**config.mk**
```make
export PLATFORM = sky130hd
export DESIGN_NAME = rx_char_queue
export DESIGN_NICKNAME = d
export VERILOG_FILES = /design/src/rtl/rxq_pkg.sv /design/src/rtl/rxq_ring.sv /design/src/rtl/rxq_hold.sv /design/src/rtl/rxq_flags.sv /design/src/rtl/rx_char_queue.sv
export SDC_FILE = /design/constraint.sdc
export NUM_CORES = 1
export LEC_CHECK = 0
export BUFFER_PORTS_ARGS = -buffer_cell sky130_fd_sc_hd__buf_2
export CAP_MARGIN = 20
export CORE_UTILIZATION = 50
export CTS_CLUSTER_SIZE = 20
export DETAILED_ROUTE_END_ITERATION = 8
export GPL_TIMING_DRIVEN = 0
export PLACE_DENSITY_LB_ADDON = 0.15
export SYNTH_ARGS = -nofsm -noshare
export SYNTH_HDL_FRONTEND = slang
export SYNTH_SLANG_ARGS = --single-unit
```
**constraint.sdc**
```tcl
create_clock -name clk_i -period 4.67 [get_ports clk_i]
set_input_delay 0.2335 -clock clk_i [delete_from_list [all_inputs] [get_ports clk_i]]
set_output_delay 0.2335 -clock clk_i [all_outputs]
set_load 0.01 [all_outputs]
```
**src/rtl/rxq_pkg.sv**
```systemverilog
package rxq_pkg;
  localparam int ST_RDY  = 0;
  localparam int ST_FULL = 1;
  localparam int ST_OVR  = 4;
  localparam int ST_PAR  = 5;
  localparam int ST_FRM  = 6;
  localparam int ST_BRK  = 7;

  typedef struct packed {
    logic brk;
    logic frm;
    logic par;
    logic ovr;
  } rxq_err_t;
endpackage

```
**src/rtl/rxq_ring.sv**
```systemverilog
module rxq_ring #(
  parameter int DATA_W = 8,
  parameter int DEPTH  = 3,
  localparam int PTR_W = (DEPTH > 1) ? $clog2(DEPTH) : 1,
  localparam int CNT_W = $clog2(DEPTH + 1)
) (
  input  logic              clk_i,
  input  logic              rst_ni,
  input  logic              flush_i,
  input  logic              push_i,
  input  logic [DATA_W-1:0] push_data_i,
  input  logic              pop_i,
  output logic [DATA_W-1:0] head_o,
  output logic [CNT_W-1:0]  count_o
);
  logic [DATA_W-1:0] mem_q [DEPTH];
  logic [PTR_W-1:0]  rd_ptr_q, wr_ptr_q;
  logic [CNT_W-1:0]  cnt_q;

  function automatic logic [PTR_W-1:0] nxt(input logic [PTR_W-1:0] p);
    return (p == PTR_W'(DEPTH - 1)) ? '0 : p + 1'b1;
  endfunction

  for (genvar g = 0; g < DEPTH; g++) begin : g_slot
    always_ff @(posedge clk_i or negedge rst_ni) begin
      if (!rst_ni)                                            mem_q[g] <= '0;
      else if (!flush_i && push_i && wr_ptr_q == PTR_W'(g))   mem_q[g] <= push_data_i;
    end
  end

  always_ff @(posedge clk_i or negedge rst_ni) begin
    if (!rst_ni) begin
      rd_ptr_q <= '0;
      wr_ptr_q <= '0;
      cnt_q    <= '0;
    end else if (flush_i) begin
      rd_ptr_q <= '0;
      wr_ptr_q <= '0;
      cnt_q    <= '0;
    end else begin
      if (push_i) wr_ptr_q <= nxt(wr_ptr_q);
      if (pop_i)  rd_ptr_q <= nxt(rd_ptr_q);
      cnt_q <= cnt_q + CNT_W'(push_i) - CNT_W'(pop_i);
    end
  end

  assign head_o  = mem_q[rd_ptr_q];
  assign count_o = cnt_q;
endmodule

```
**src/rtl/rxq_hold.sv**
```systemverilog
module rxq_hold #(
  parameter int DATA_W = 8
) (
  input  logic              clk_i,
  input  logic              rst_ni,
  input  logic              flush_i,
  input  logic              load_i,
  input  logic [DATA_W-1:0] load_data_i,
  input  logic              drain_i,
  output logic              valid_o,
  output logic [DATA_W-1:0] data_o
);
  always_ff @(posedge clk_i or negedge rst_ni) begin
    if (!rst_ni) begin
      valid_o <= 1'b0;
      data_o  <= '0;
    end else if (flush_i) begin
      valid_o <= 1'b0;
    end else if (load_i) begin
      valid_o <= 1'b1;
      data_o  <= load_data_i;
    end else if (drain_i) begin
      valid_o <= 1'b0;
    end
  end
endmodule

```
**src/rtl/rxq_flags.sv**
```systemverilog
module rxq_flags
  import rxq_pkg::*;
(
  input  logic     clk_i,
  input  logic     rst_ni,
  input  rxq_err_t set_i,
  input  logic     rd_clr_i,
  output rxq_err_t flags_o
);
  rxq_err_t clr_mask;

  always_comb begin
    clr_mask     = '0;
    clr_mask.par = rd_clr_i;
    clr_mask.brk = rd_clr_i;
  end

  always_ff @(posedge clk_i or negedge rst_ni) begin
    if (!rst_ni) flags_o <= '0;
    else         flags_o <= (flags_o & ~clr_mask) | set_i;
  end
endmodule

```
**src/rtl/rx_char_queue.sv**
```systemverilog
module rx_char_queue
  import rxq_pkg::*;
#(
  parameter int DATA_W = 8,
  parameter int DEPTH  = 3
) (
  input  logic              clk_i,
  input  logic              rst_ni,
  input  logic              ena_i,
  input  logic              clr_i,
  input  logic              wr_i,
  input  logic [DATA_W-1:0] wr_data_i,
  input  logic              par_err_i,
  input  logic              frm_err_i,
  input  logic              brk_i,
  input  logic              rd_i,
  output logic [DATA_W-1:0] rd_data_o,
  output logic              rx_en_o,
  output logic              rdy_o,
  output logic              full_o,
  output logic              ovr_o,
  output logic              par_o,
  output logic              frm_o,
  output logic              brk_o,
  output logic [7:0]        stat_o
);
  localparam int CNT_W = $clog2(DEPTH + 1);

  logic              en_q;
  logic              act;
  logic              rd_act, pop, mv, push, push_new, to_hold, ovr_set;
  logic [CNT_W-1:0]  cnt, cnt_mid;
  logic [DATA_W-1:0] head, hold_data, push_data;
  logic              hold_v, hold_mid_v;
  rxq_err_t          err_set, err_q;

  always_ff @(posedge clk_i or negedge rst_ni) begin
    if (!rst_ni)    en_q <= 1'b0;
    else if (clr_i) en_q <= 1'b0;
    else if (ena_i) en_q <= 1'b1;
  end

  assign act    = en_q && !clr_i;
  assign rd_act = act && rd_i;
  assign pop    = rd_act && (cnt != '0);
  // hold stage only occupied while queue is full, so pop + refill keeps it full
  assign mv         = pop && hold_v;
  assign hold_mid_v = hold_v && !mv;
  assign cnt_mid    = cnt - CNT_W'(pop) + CNT_W'(mv);
  assign push_new   = act && wr_i && (cnt_mid < CNT_W'(DEPTH));
  assign to_hold    = act && wr_i && !push_new;
  assign ovr_set    = to_hold && hold_mid_v;
  assign push       = mv || push_new;
  assign push_data  = mv ? hold_data : wr_data_i;

  rxq_ring #(.DATA_W(DATA_W), .DEPTH(DEPTH)) u_ring (
    .clk_i       (clk_i),
    .rst_ni      (rst_ni),
    .flush_i     (clr_i),
    .push_i      (push),
    .push_data_i (push_data),
    .pop_i       (pop),
    .head_o      (head),
    .count_o     (cnt)
  );

  rxq_hold #(.DATA_W(DATA_W)) u_hold (
    .clk_i       (clk_i),
    .rst_ni      (rst_ni),
    .flush_i     (clr_i),
    .load_i      (to_hold),
    .load_data_i (wr_data_i),
    .drain_i     (mv),
    .valid_o     (hold_v),
    .data_o      (hold_data)
  );

  always_comb begin
    err_set     = '0;
    err_set.ovr = ovr_set;
    err_set.par = act && par_err_i;
    err_set.frm = act && frm_err_i;
    err_set.brk = act && brk_i;
  end

  rxq_flags u_flags (
    .clk_i    (clk_i),
    .rst_ni   (rst_ni),
    .set_i    (err_set),
    .rd_clr_i (rd_act),
    .flags_o  (err_q)
  );

  assign rd_data_o = (en_q && cnt != '0) ? head : '0;
  assign rx_en_o   = en_q;
  assign rdy_o     = (cnt != '0);
  assign full_o    = (cnt == CNT_W'(DEPTH));
  assign ovr_o     = err_q.ovr;
  assign par_o     = err_q.par;
  assign frm_o     = err_q.frm;
  assign brk_o     = err_q.brk;

  always_comb begin
    stat_o          = '0;
    stat_o[ST_RDY]  = rdy_o;
    stat_o[ST_FULL] = full_o;
    stat_o[ST_OVR]  = ovr_o;
    stat_o[ST_PAR]  = par_o;
    stat_o[ST_FRM]  = frm_o;
    stat_o[ST_BRK]  = brk_o;
  end
endmodule

```
After elaboration in Yosys (flattened, before gate mapping)
Cells that the tools add are included.
Word-level totals
  flip-flop bits (word level): 44
  latch bits: 0
  RAM bits: 0
  ROM bits: 0
  input bits: 17
  output and inout port bits: 23
  word-level logic and storage cells: 75
  memories kept: 0
Cells by class
  add/sub/neg operators: 6
  multiply operators: 0
  divide/modulo/power cells: 0
  magnitude comparators: 2
  equal/unequal tests: 4
  shift operators: 0
  mux-type cells: 17
  bitwise logic cells: 5
  reductions and logical operators: 28
Operators with widths (number)
  $mux W8: 4
  $logic_and A1 B1 Y1: 17
  $bmux W8 S2: 1
  $mux W2: 7
  $reduce_bool A2 Y1: 4
  $eq A2 B2 Y1 const B: 3
  $mux W1: 5
  $add A2 B1 Y2: 2
  $add A2 B1 Y2 const B: 2
  $and A4 B4 Y4: 1
  $not A4 Y4: 1
  $or A4 B4 Y4: 1
  $sub A2 B1 Y2: 2
  $ge A3 B3 Y1 const B: 1
  $logic_not A1 Y1: 3
  $not A2 Y3: 1
  $reduce_bool A3 Y1: 1
  $eq A2 B1 Y1 const B: 1
  $logic_not A2 Y1: 1
  $lt A2 B2 Y1 const B: 1
  $reduce_and A2 Y1: 1
  $logic_or A1 B1 Y1: 1
  $not A1 Y1: 1

Depth between registers and ports, before layout
  depth after elaboration: 12
  gate-level depth with buffers: 11
  depth with buffers taken out: 10

Hierarchy
Synthesis repeated with hierarchy kept, for this count alone.
Second synthesis, totals
  cells, all modules: 182
  area, all modules: 2383.5 µm²
By module, submodules not included
  rxq_ring: times used 1, cells an instance 99, area an instance 1401.3 µm², sequential area each 750.7 µm²
  rx_char_queue: times used 1, cells an instance 52, area an instance 465.4 µm², sequential area each 25.0 µm²
  rxq_hold: times used 1, cells an instance 22, area an instance 385.4 µm², sequential area each 225.2 µm²
  rxq_flags: times used 1, cells an instance 9, area an instance 131.4 µm², sequential area each 100.1 µm²

Worst setup path before layout
No wires, ideal clock.
  path kind: reg-to-reg
  start: register en_q (netlist: rx_en_o)
  end: register u_ring.mem_q[16] (netlist name)
  setup time: 0.125 ns
  arrival: 2.227 ns
  required time: 4.545 ns
  setup slack: 2.318 ns
  cell stages (with the launch flop): 9
  buffers on the path: 0
  clock period less this slack: 2.352 ns
  cells stage by stage: dfrtp_1 > nand3b_4 > o21ai_0 > ha_1 > nand2_1 > mux2i_1 > o21bai_2 > nor3b_4 > mux2_2
Between the ends
  longest elaborated chain between the ends: 10
  elaborated cells between the ends (all ways): 13
  classes of those cells: 2 x add/sub; 1 x order compare; 1 x mux; 9 x reduce/logical
Ends and longest elaborated chain
  from (decl): line rx_char_queue.sv:29  | logic en_q;
  from (signal assigned): line rx_char_queue.sv:38  | if (!rst_ni) en_q <= 1'b0;
  from (signal assigned): line rx_char_queue.sv:39  | else if (clr_i) en_q <= 1'b0;
  from (signal assigned): line rx_char_queue.sv:40  | else if (ena_i) en_q <= 1'b1;
  $logic_and A1 B1 Y1 (*): line rx_char_queue.sv:43  | assign act = en_q && !clr_i;
  $logic_and A1 B1 Y1: line rx_char_queue.sv:44  | assign rd_act = act && rd_i;
  $logic_and A1 B1 Y1: line rx_char_queue.sv:45  | assign pop = rd_act && (cnt != '0);
  $sub A2 B1 Y2 or $logic_and A1 B1 Y1 (tied branches): line rx_char_queue.sv:49, rx_char_queue.sv:47
  $add A2 B1 Y2: line rx_char_queue.sv:49  | assign cnt_mid = cnt - CNT_W'(pop) + CNT_W'(mv);
  $lt A2 B2 Y1: line rx_char_queue.sv:50  | assign push_new = act && wr_i && (cnt_mid < CNT_W'(DEPTH));
  $logic_and A1 B1 Y1: line rx_char_queue.sv:50
  $logic_or A1 B1 Y1: line rx_char_queue.sv:53  | assign push = mv || push_new;
  $logic_and A1 B1 Y1 (2 in a row): line rxq_ring.sv:27  | else if (!flush_i && push_i && wr_ptr_q == PTR_W'(g)) mem_q[g] <= push_data_i;
  to (signal, indexed assignment): line rxq_ring.sv:27
  to (decl): line rxq_ring.sv:16  | logic [DATA_W-1:0] mem_q [DEPTH];
Every way passes the cells marked *; elsewhere a longest branch is shown, timed or not.
A chain may end at the register's enable or synchronous reset.

Worst setup path in the final report
Same ends and word-level chain as after synthesis.

==> results.py <==
metrics = {
    "worst_setup_path": {
        "start_kind": "flip-flop",
        "reg2reg_to": "u_ring.mem_q[16]",
        "crit_path_end_kind": "flip-flop",
        "cp.arrival_ps": 2920,
        "slowest_stage": "nor3b_4",
        "crit_required_ps": 4840,
        "reg2reg_slack_ps": 1930,
        "slowest_delay_ps": 540,
        "path_cells": "nand3b_4 > nor2_4 > ha_1 > nand2_1 > mux2i_1 > o21bai_2 > nor3b_4 > mux2_2",
        "cp_max_fo": 10,
        "critical_path_class": "reg -> reg",
        "reg2reg_from": "rx_en_o",
        "worstRegToRegCells": 8,
    },
    "global_route": {
        "first_global_vias": 1449,
        "grt_first_pass_wirelength_um": 6713,
        "grt.total_usage_pct": 20.11,
        "grt_overflow": 0,
        "antenna_found_initial": 0,
        "grt_max_degree": 45,
    },
    "job": {
        "maxCapViolations": 0,
    },
    "floorplan": {
        "core-area_um2": 4086,
        "num_io_pins": 40,
        "die_h_um": 67.93,
        "dieArea_um2": 4614,
        "fp.dieW_um": 67.93,
        "rows": 23,
        "initial_utilization_pct": 53.18,
    },
    "logic_synthesis": {
        "postSynthCellCount": 179,
        "synthesis.area_um2": 2173,
        "seq_area_frac_synth_pct": 50.66,
        "yosysWarnings": 0,
        "yosysMostFrequentCell": "dfrtp_1",
        "synth-main-ff-cell": "dfrtp_1",
        "yosys-top-cells-area": "dfrtp_1, mux2_2, mux2i_1, nor2_1, buf_4",
        "ys_async_sr_fraction_pct": 100.0,
        "synth.top_cell.area_share_pct": 50.66,
        "synth_common_cells": "dfrtp_1, mux2_2, nor2_1, a21oi_1, mux2i_1",
        "synth_area_per_cell_um2": 12.14,
        "ys_seq_elements": 44,
        "synth_edf_count": 0,
        "ys_types": 34,
        "yosysTopAreaCell": "dfrtp_1",
    },
    "route": {
        "drc": 0,
        "ant_nets": 0,
        "vias": 1496,
        "drtIter0Drc": 50,
        "wl_um": 4175,
        "dr.pass1.iters": 4,
        "avgRoutedWirePerCell_um": 15.18,
        "avgViaCountPerCell": 5.440,
    },
    "clock_tree": {
        "post-cts-setup-buffers": 0,
        "numCtsBuffers": 5,
        "cts.sinks": 44,
        "htree_levels": 2,
        "root_buffer": "clkbuf_8",
        "cts_tree": "yes",
        "cts_hold_buf": 0,
        "cts_resized": 0,
        "clockBufferDepth": 2,
        "insertion_delay_ps": 290,
        "clkTransAtPathRegs_ps": 70,
    },
    "place": {
        "io_buffer_count": 37,
        "dp_cells": 267,
        "gp_congestion": 0.7172,
        "dp_hpwl_um": 2927,
    },
    "timing": {
        "holdWs_ps": 81.17,
        "setup_violations": 0,
        "tns_ps": 0,
        "relSlewSlack_pct": 36.32,
        "rsz0062_at_grt": "false",
        "max_freq_mhz": 364.5,
        "finClkSkew_ps": 8.744,
        "worst_slew_pin_slew_ps": 955.2,
        "finalCritPeriodShare_pct": 58.75,
        "finalHoldViolations": 0,
        "slew_violations": 0,
        "fin_crit_ps": 2744,
    },
    "layout": {
        "drive_above_1_share_pct": 44.89,
        "fin_nets": 243,
        "num_antenna_cells": 0,
        "finalNonFillerCells": 275,
        "area_growth_pct": 15.49,
    },
    "run_status": {
        "status": "complete, no violations",
    },
    "power": {
        "cellPowerDensity_nw_per_um2": 319.3,
        "irDropWorstVdd_mv": 0.2165,
        "p_leak_nw": 1.276,
    },
    "worst_hold_path": {
        "hold_class": "in -> async",
    },
}
state kept, by name, indices dropped and copies added (netlist names):
register         flops
u_hold.data_o        8
u_ring.mem_q        24
rx_en_o              1
u_hold.valid_o       1
u_flags.flags_o      4
u_ring.count_o       2
u_ring.wr_ptr_q      2
u_ring.rd_ptr_q      2
per-layer routing:
metal,up-vias,share of wire [%],global-route usage [%]
li1,705,-,-
met1,751,44,25.05
met2,38,51,34.93
met3,2,4.9,5.333
met4,0,0.26,3.906
met5,-,0,0
report_power, final:
part / internal (W) / total [W] / switching (W)
Sequential: 0.000423 / 0.000447 / 0.0000242
Clock: 0.000107 / 0.000229 / 0.000123
Combinational: 0.0000693 / 0.000125 / 0.0000558
area by class of cell:
class                   instances  area [um2]
plain buffers                  14       92.59
clock buffers                   7       76.32
clock inverters                 1       8.758
fillers                       352        1577
multi-input cells             122       983.4
flip-flops and latches         44        1101
well taps                      50       62.56
repair buffers                 37       185.2
kinds of logic after synthesis:
family / count (synthesis) / share of synthesized area, %
multiplexers: 49 / 24.87
buffers and inverters: 14 / 4.260
flip-flops: 44 / 50.66
adder cells (fa/ha/maj): 2 / 1.151
XOR/XNOR: 2 / 0.8061
other: 1 / 0.1725
AND/OR/NAND/NOR: 46 / 11.97
AO/OA/AOI/OAI: 21 / 6.103
cells in the final DEF (no fill, tap or decap), types with 2 or more instances in the layout:
master | Yosys | final
a21o_1 | 3 | 3
a21oi_1 | 10 | 10
a22o_1 | 2 | 2
and3b_1 | 2 | 2
buf_2 | 2 | 39
buf_4 | 8 | 8
clkbuf_1 | 2 | 4
clkbuf_8 | 0 | 5
conb_1 | 1 | 2
dfrtp_1 | 44 | 44
ha_1 | 2 | 2
mux2_2 | 40 | 40
mux2i_1 | 9 | 9
nand2_1 | 6 | 6
nand3b_1 | 2 | 2
nor2_1 | 22 | 22
nor2b_1 | 4 | 4
o21ai_0 | 3 | 3
worst max path at each step:
stage	start	to	slack, ps
after floorplan	rx_en_o	u_ring.mem_q[16]	2320
after global placement	clr_i	u_ring.mem_q[19]	1900
after detailed placement	clr_i	u_ring.mem_q[17]	1810
after CTS	rx_en_o	u_ring.mem_q[16]	1860
after global routing	rx_en_o	u_ring.mem_q[20]	1730
final	rx_en_o	u_ring.mem_q[16]	1930
stage by stage:
| step | power [W] | setup WS (ps) | utilization, % | area, um2 |
|---|---|---|---|---|
| floorplan | 0.0005370 | 2318 | - | 2177 |
| global placement | 0.0005718 | 1903 | 59.34 | 2425 |
| detailed placement | 0.0005807 | 1807 | 59.34 | 2425 |
| CTS | 0.0008091 | 1863 | 61.42 | 2510 |
| global route | 0.0008445 | 1729 | 61.42 | 2510 |
| finish | 0.0008014 | 1926 | 61.42 | 2510 |
critical path, delay by kind of cell (launching register included):
family	cells	cell delay, ps
adder cells (fa/ha/maj)	1	320
AND/OR/NAND/NOR	4	1110
AO/OA/AOI/OAI	1	230
multiplexers	2	490
flip-flops	1	480
Note: power is estimated with default switching activity, not from simulation.
